--- src/rtl/chunk_ecc_pkg.sv ---
package chunk_ecc_pkg;
  localparam int unsigned DATA_W  = 8;
  localparam int unsigned COL_W   = 6;
  localparam int unsigned LINE_W  = 16;
  localparam int unsigned CODE_W  = 24;
  localparam logic [1:0]  FORCE_LO = 2'b11;

  typedef struct packed {
    logic [7:0] byte2;
    logic [7:0] byte1;
    logic [7:0] byte0;
  } code_t;
endpackage

--- src/rtl/chunk_ecc_col.sv ---
module chunk_ecc_col
  import chunk_ecc_pkg::*;
(
  input  logic [DATA_W-1:0] data_i,
  output logic [COL_W-1:0]  col_o,
  output logic              par_o
);
  localparam int unsigned LVL = COL_W / 2;

  // level j: even slot = bits with position bit j clear, odd slot = set
  for (genvar j = 0; j < LVL; j++) begin : g_lvl
    logic [DATA_W-1:0] sel_lo;
    logic [DATA_W-1:0] sel_hi;
    for (genvar i = 0; i < DATA_W; i++) begin : g_bit
      assign sel_lo[i] = ((i >> j) & 1) == 0 ? data_i[i] : 1'b0;
      assign sel_hi[i] = ((i >> j) & 1) == 1 ? data_i[i] : 1'b0;
    end
    assign col_o[2*j]   = ^sel_lo;
    assign col_o[2*j+1] = ^sel_hi;
  end

  assign par_o = ^data_i;
endmodule

--- src/rtl/chunk_ecc_line.sv ---
module chunk_ecc_line
  import chunk_ecc_pkg::*;
#(
  parameter int unsigned IDX_W = 8
) (
  input  logic [IDX_W-1:0]  idx_i,
  input  logic              par_i,
  output logic [LINE_W-1:0] line_o
);
  localparam int unsigned SLOTS = LINE_W / 2;

  for (genvar k = 0; k < SLOTS; k++) begin : g_slot
    if (k < IDX_W) begin : g_used
      assign line_o[2*k]   = par_i & ~idx_i[k];
      assign line_o[2*k+1] = par_i &  idx_i[k];
    end else begin : g_pad
      assign line_o[2*k+1:2*k] = 2'b00;
    end
  end
endmodule

--- src/rtl/chunk_ecc_seq.sv ---
module chunk_ecc_seq #(
  parameter int unsigned CHUNK_BYTES = 256,
  parameter int unsigned IDX_W       = $clog2(CHUNK_BYTES)
) (
  input  logic             clk_i,
  input  logic             rst_ni,
  input  logic             valid_i,
  input  logic             start_i,
  output logic             accept_o,
  output logic             first_o,
  output logic             last_o,
  output logic [IDX_W-1:0] idx_o
);
  localparam logic [IDX_W-1:0] LAST_IDX = IDX_W'(CHUNK_BYTES - 1);

  logic             open_q;
  logic [IDX_W-1:0] idx_q;

  assign first_o  = valid_i & start_i;
  assign accept_o = valid_i & (start_i | open_q);
  assign idx_o    = first_o ? '0 : idx_q;
  assign last_o   = accept_o & (idx_o == LAST_IDX);

  always_ff @(posedge clk_i or negedge rst_ni) begin
    if (!rst_ni) begin
      open_q <= 1'b0;
      idx_q  <= '0;
    end else if (accept_o) begin
      if (last_o) begin
        open_q <= 1'b0;
        idx_q  <= '0;
      end else begin
        open_q <= 1'b1;
        idx_q  <= idx_o + 1'b1;
      end
    end
  end
endmodule

--- src/rtl/chunk_ecc_gen.sv ---
module chunk_ecc_gen
  import chunk_ecc_pkg::*;
#(
  parameter int unsigned CHUNK_BYTES = 256
) (
  input  logic              clk_i,
  input  logic              rst_ni,
  input  logic              valid_i,
  input  logic              start_i,
  input  logic [DATA_W-1:0] data_i,
  output logic              done_o,
  output logic [CODE_W-1:0] code_o
);
  localparam int unsigned IDX_W = $clog2(CHUNK_BYTES);

  logic             accept, first, last;
  logic [IDX_W-1:0] idx;
  logic [COL_W-1:0] col;
  logic             par;
  logic [LINE_W-1:0] line;
  code_t            contrib, acc_q, acc_nxt, code_q;
  logic             done_q;

  chunk_ecc_seq #(.CHUNK_BYTES(CHUNK_BYTES), .IDX_W(IDX_W)) u_seq (
    .clk_i    (clk_i),
    .rst_ni   (rst_ni),
    .valid_i  (valid_i),
    .start_i  (start_i),
    .accept_o (accept),
    .first_o  (first),
    .last_o   (last),
    .idx_o    (idx)
  );

  chunk_ecc_col u_col (
    .data_i (data_i),
    .col_o  (col),
    .par_o  (par)
  );

  chunk_ecc_line #(.IDX_W(IDX_W)) u_line (
    .idx_i  (idx),
    .par_i  (par),
    .line_o (line)
  );

  assign contrib.byte0 = {col, 2'b00};
  assign contrib.byte1 = line[15:8];
  assign contrib.byte2 = line[7:0];
  assign acc_nxt       = first ? contrib : (acc_q ^ contrib);

  always_ff @(posedge clk_i or negedge rst_ni) begin
    if (!rst_ni) begin
      acc_q  <= '0;
      code_q <= '0;
      done_q <= 1'b0;
    end else begin
      done_q <= last;
      if (accept) acc_q <= acc_nxt;
      if (last) code_q <= ~acc_nxt | code_t'({22'd0, FORCE_LO});
    end
  end

  assign done_o = done_q;
  assign code_o = code_q;
endmodule

--- config.mk ---
export PLATFORM = sky130hd
export DESIGN_NAME = chunk_ecc_gen
export DESIGN_NICKNAME = d
export VERILOG_FILES = /design/src/rtl/chunk_ecc_pkg.sv /design/src/rtl/chunk_ecc_col.sv /design/src/rtl/chunk_ecc_line.sv /design/src/rtl/chunk_ecc_seq.sv /design/src/rtl/chunk_ecc_gen.sv
export SDC_FILE = /design/constraint.sdc
export NUM_CORES = 1
export LEC_CHECK = 0
export BUFFER_PORTS_ARGS = -buffer_cell sky130_fd_sc_hd__buf_2
export CAP_MARGIN = 20
export CELL_PAD_IN_SITES_DETAIL_PLACEMENT = 1
export CELL_PAD_IN_SITES_GLOBAL_PLACEMENT = 1
export CORE_ASPECT_RATIO = 1.4
export CORE_UTILIZATION = 50
export DETAILED_ROUTE_END_ITERATION = 8
export PLACE_DENSITY_LB_ADDON = 0.1
export SYNTH_ARGS = -nofsm -noshare
export SYNTH_HDL_FRONTEND = slang
export SYNTH_HIERARCHICAL = 1
export SYNTH_SLANG_ARGS = --single-unit
--- constraint.sdc ---
create_clock -name clk_i -period 5.3 [get_ports clk_i]
set_input_delay 0.265 -clock clk_i [delete_from_list [all_inputs] [get_ports clk_i]]
set_output_delay 0.265 -clock clk_i [all_outputs]
set_load 0.01 [all_outputs]
# Word-level counts from Yosys, hierarchy flattened
# Cells that the tools add are included.
# totals
register_bits,58
latchBits,0
mem_bits_rw,0
rom_bits,0
in_bits,12
n_memories,0
# op_classes
addsub,1
n_mul,0
div,0
n_lt_le_gt_ge,0
n_eq_ne,1
shift,0
muxes,4
bitwise,30
reduce_logical,7
# op_table
op,count
8-bit XOR reduction,7
24-bit 2-to-1 mux,1
24-bit inverter,1
24-bit bitwise XOR,1
1-bit AND,19
8-bit 2-to-1 mux,2
"8-bit by 1-bit adder with 8-bit output, second input constant",1
"8-bit equality test, second input constant",1
1-bit inverter,8
1-bit 2-to-1 mux,1
1-bit OR,1

# Longest topological paths before layout
# logic_depth
ltp_word,7
ltp_mapped,10

# By module
# The synthesis kept the hierarchy.
# modules_own_cells
module,n_inst,cells_per_inst,area_each_um2,seq_area_each_um2
chunk_ecc_gen,1,265,2730.1,1151.1
chunk_ecc_seq,1,68,586.8,225.2
chunk_ecc_col,1,15,131.4,0.0
chunk_ecc_line,1,17,110.1,0.0

# Least setup slack after synthesis
# OpenSTA, ideal clock, no wires.
# synth_timing
path_type,input -> register
start,input valid_i
end,register code_q (netlist bit code_o[14])
arrival_ns,1.990
setup_slack_ns,3.184
stages,9
n_path_buf,2
path_cell_list,buf_6 -> nand2_4 -> and2_1 -> ha_1 -> nand4_1 -> nor4_1 -> buf_2 -> inv_1 -> a221o_1
# synth_rtl
element,line_no,rtl
from (decl),chunk_ecc_gen.sv:8,"input logic valid_i,"
1-bit AND,chunk_ecc_seq.sv:19,assign first_o = valid_i & start_i;
8-bit 2-to-1 mux,chunk_ecc_seq.sv:21,assign idx_o = first_o ? '0 : idx_q;
via idx[1],chunk_ecc_gen.sv:17,logic [IDX_W-1:0] idx;
8-bit equality test,chunk_ecc_seq.sv:22,assign last_o = accept_o & (idx_o == LAST_IDX);
1-bit AND,chunk_ecc_seq.sv:22,
via last,chunk_ecc_gen.sv:16,"logic accept, first, last;"
to (signal assigned),chunk_ecc_gen.sv:60,"if (last) code_q <= ~acc_nxt | code_t'({22'd0, FORCE_LO});"
to (decl),chunk_ecc_gen.sv:21,"code_t contrib, acc_q, acc_nxt, code_q;"
# The timed path passes the listed nets, and every way through them passes these cells.
# A chain may end at the register's enable or synchronous reset.

# Worst setup path in the final report
# layout_timing
start,register u_seq.idx_q[0]
end,register code_q (netlist bit code_o[12])
# layout_via
elab_chain_cells,3
# layout_lines
element,line_no,rtl
from (decl),chunk_ecc_seq.sv:17,logic [IDX_W-1:0] idx_q;
from (signal assigned),chunk_ecc_seq.sv:34,idx_q <= idx_o + 1'b1;
8-bit 2-to-1 mux,chunk_ecc_seq.sv:21,
via idx[0],chunk_ecc_gen.sv:17,
8-bit equality test,chunk_ecc_seq.sv:22,
1-bit AND,chunk_ecc_seq.sv:22,
via last,chunk_ecc_gen.sv:16,
# The timed path passes the listed nets, and every way through them passes these cells.

==> metrics.md <==
| Metric | Value |
|---|---|
| Postcts setup bufs | 0 |
| Post-Syn Area per Cell | 9.75 µm² |
| Height of the die | 102 µm |
| Buf/Inv on CP | 1 |
| Yosys warning total | 6 |
| Reg clk slew, reported paths | 100 ps |
| Power Density | 317 nW/µm² |
| CTS tree | done |
| Layout cell share with drive strength beyond 1 | 18.8% |
| Hold-fix buffers, CTS | 0 |
| RePlAce Congestion | 0.818 |
| Hold Violations, Final | 0 |
| Instance count on the critical path | 7 |
| CTS root buf | clkbuf_8 |
| Max Slew Vio Count | 0 |
| Port-buffer cells | 36 |
| Total GRT Usage | 21.7% |
| Crit-path cells | and2_1, ha_1, nand4_1, nor4_2, buf_4, nand2b_1, o221ai_1 |
| Drt first-iter violations | 88 |
| Period Utilization, post-route | 42.9% |
| Comb pwr share | 33.6% |
| CP max stage delay | 460 ps |
| P&R area growth vs syn | 7.42% |
| Synth Register Bits | 55 |
| I/O pin count | 37 |
| Final Util | 55.1% |
| Clock skew | 11.7 ps |
| Switching share of power | 35.3% |
| LEAKAGE | 1.62 nW |
| EDFF count, synth | 0 |
| Number of max-cap violations | 0 |
| H-Tree Depth | 2 |
| Crit path max fanout | 45 |
| Initial Util | 51.3% |
| DRC | 0 |
| Die area | 7460 µm² |
| Ys async rst share | 100% |
| Diode count | 0 |
| Status | finished, final reports clean |
| Resized cells post-CTS | 0 |
| Num CTS Buffers | 5 |
| Num rows | 36 |
| TNS Setup | 0 ps |
| Pint | 0.000784 W |
| First-pass GRT wire length | 12700 µm |
| Placed cell count | 476 |
| Worst slew margin | 42.8% |
| Routed wire length | 7530 µm |
| TritonRoute pass-1 iters | 4 |
| Placeable Area | 6940 µm² |
| Clock Power Share | 19.5% |
| Instance count of the mapped netlist | 365 |
| GRT overflow | 0 |
| CP Capture Type | flop |
| Sw power | 0.000427 W |
| Critical setup path kind | reg2reg |
| Nets | 401 |
| Crit path arrival time | 2510 ps |
| Clock period minus worst slack | 2270 ps |
| Clock sink count | 55 |
| R2R depth | 7 |
| Worst hold slack | 74.6 ps |
| DR vias | 2774 |
| Skew-Pair Late Insertion Delay | 320 ps |
| CP max stage cell | buf_4 |
| Fmax | 0.440 GHz |
| Maximum vdd drop | 141 µV |
| Commonest register cell after synthesis | dfrtp_1 |
| Initial antenna violation count | 0 |
| Synth Cell Area | 3560 µm² |
| Crit path launch type | flop |
| Vias in the first global route | 2824 |
| Drt wl/cell | 15.6 µm |
| R2R setup slack | 3030 ps |
| Final std cells w/o fill | 484 |
| Register area share after synthesis | 38.7% |
| Net Count, Synth | 378 |
| Clock Path Buffers | 2 |
| CP top delay family | simple AND/OR/NAND/NOR gates |
| DR vias/cell | 5.73 |
| Final setup fails | 0 |
| Worst slew pin tran | 856 ps |
| Synth unique cells | 47 |
| DRT antenna net count | 0 |
| Sequential share of power | 46.9% |
| Largest net degree at the start of global routing | 75 |
| Die X-Extent | 73.3 µm |
| Crit path required time | 5530 ps |
| Hold Crit Class | in2async |
| Final HPWL DP | 5010 µm |
| RSZ-0062 raised after global routing | no |
Yosys cell counts, types with 2 or more instances:
master	instances	area share [%]
dfrtp_1	55	39
and2_1	33	5.8
nor2b_1	29	5.1
inv_1	26	2.7
nand2b_1	23	4.0
a21oi_1	22	3.1
o221ai_1	21	5.2
and3b_1	20	4.9
nand4b_1	20	4.9
a211oi_2	18	6.3
buf_2	14	2.0
nand2_1	9	0.95
xnor2_1	9	2.2
nor2_1	7	0.74
xor2_1	7	1.7
buf_6	5	1.6
and4b_1	3	0.84
clkbuf_1	3	0.32
nand3_1	3	0.42
o21ai_0	3	0.42
a211oi_1	2	0.42
a221o_1	2	0.56
and2b_1	2	0.42
buf_4	2	0.42
mux2_2	2	0.63
nor3_1	2	0.28
nor4_1	2	0.35
o22ai_1	2	0.35
per-stage QoR:
stage	setup slack, ps	total power (W)	instance area, µm²
after floorplan	3180	0.000896	3560
after global placement	2780	0.000962	3740
after detailed placement	2720	0.000987	3740
after CTS	2990	0.00123	3820
after global routing	2800	0.00129	3820
final	3030	0.00121	3820
worst paths after layout:
kind,to,start
setup reg to reg,code_o[12],u_seq/idx_q[0]
min in group clk_i,u_seq/idx_q[7],start_i
max in group asynchronous,acc_q[15],rst_ni
setup / recovery,code_o[12],u_seq/idx_q[0]
hold reg to reg,code_o[1],code_o[1]
hold / removal,code_o[1],rst_ni
placed cells by master (no fill, tap or decap), drive strengths merged, types with 9 or more instances in the layout:
master | Yosys | layout
a21oi | 22 | 22
dfrtp | 55 | 55
nand2b | 23 | 23
nor2b | 29 | 29
a211oi | 20 | 20
and2 | 33 | 33
o221ai | 21 | 21
inv | 27 | 26
nand4b | 20 | 20
xnor2 | 9 | 9
buf | 21 | 40
nand2 | 10 | 10
and3b | 20 | 20
registers in the layout, indices dropped and copies added, names as in the netlist:
signal and count:
u_seq/idx_q 8, done_o 1, u_seq/open_q 1, acc_q 22, code_o 23
routing by layer:
layer | vias up | global-route usage (%) | wire, µm
met1 | 1400 | 26.8 | 3460
met5 | - | 0 | 0
li1 | 1344 | - | -
met4 | 0 | 7.69 | 108
met2 | 23 | 37.8 | 3810
met3 | 7 | 3.55 | 148
cell type report:
type                            count  area, µm²
Fill cell                         828       3110
Multi-Input combinational cell    259       1930
Sequential cell                    55       1380
Timing Repair Buffer               40        210
Tap cell                           95        119
Inverter                           27        104
Clock buffer                        7       76.3
Clock inverter                      1       5.00
worst reg2reg max path, delay by kind of cell (launching register included):
family | cells | cell delay [ps]
AO/OA/AOI/OAI | 1 | 180
AND/OR/NAND/NOR | 4 | 850
flip-flops | 1 | 420
adder cells (fa/ha/maj) | 1 | 280
buffers and inverters | 1 | 460
power groups by stage:
stage,clock network (W),registers [W],logic (W)
4_1_cts,0.000248,0.000569,0.000413
6_report,0.000236,0.000568,0.000407
3_5_place_dp,0,0.000576,0.000411
2_1_floorplan,0,0.000555,0.000341
5_1_grt,0.000258,0.000583,0.000454
3_3_place_gp,0,0.000572,0.000390
cells by family (layout without fill, tap and decap cells):
logic type,after synthesis,in the layout,share of synthesized area (%)
xor gates and xnor gates,16,16,3.94
buffers and inverters,51,75,7.21
adders and majority gates,1,1,0.352
AOI/OAI and AO/OA,79,79,18.4
and+or+nand+nor,161,161,30.8
muxes,2,2,0.633
DFF,55,55,38.7
Power figures use the tool's default switching activity.
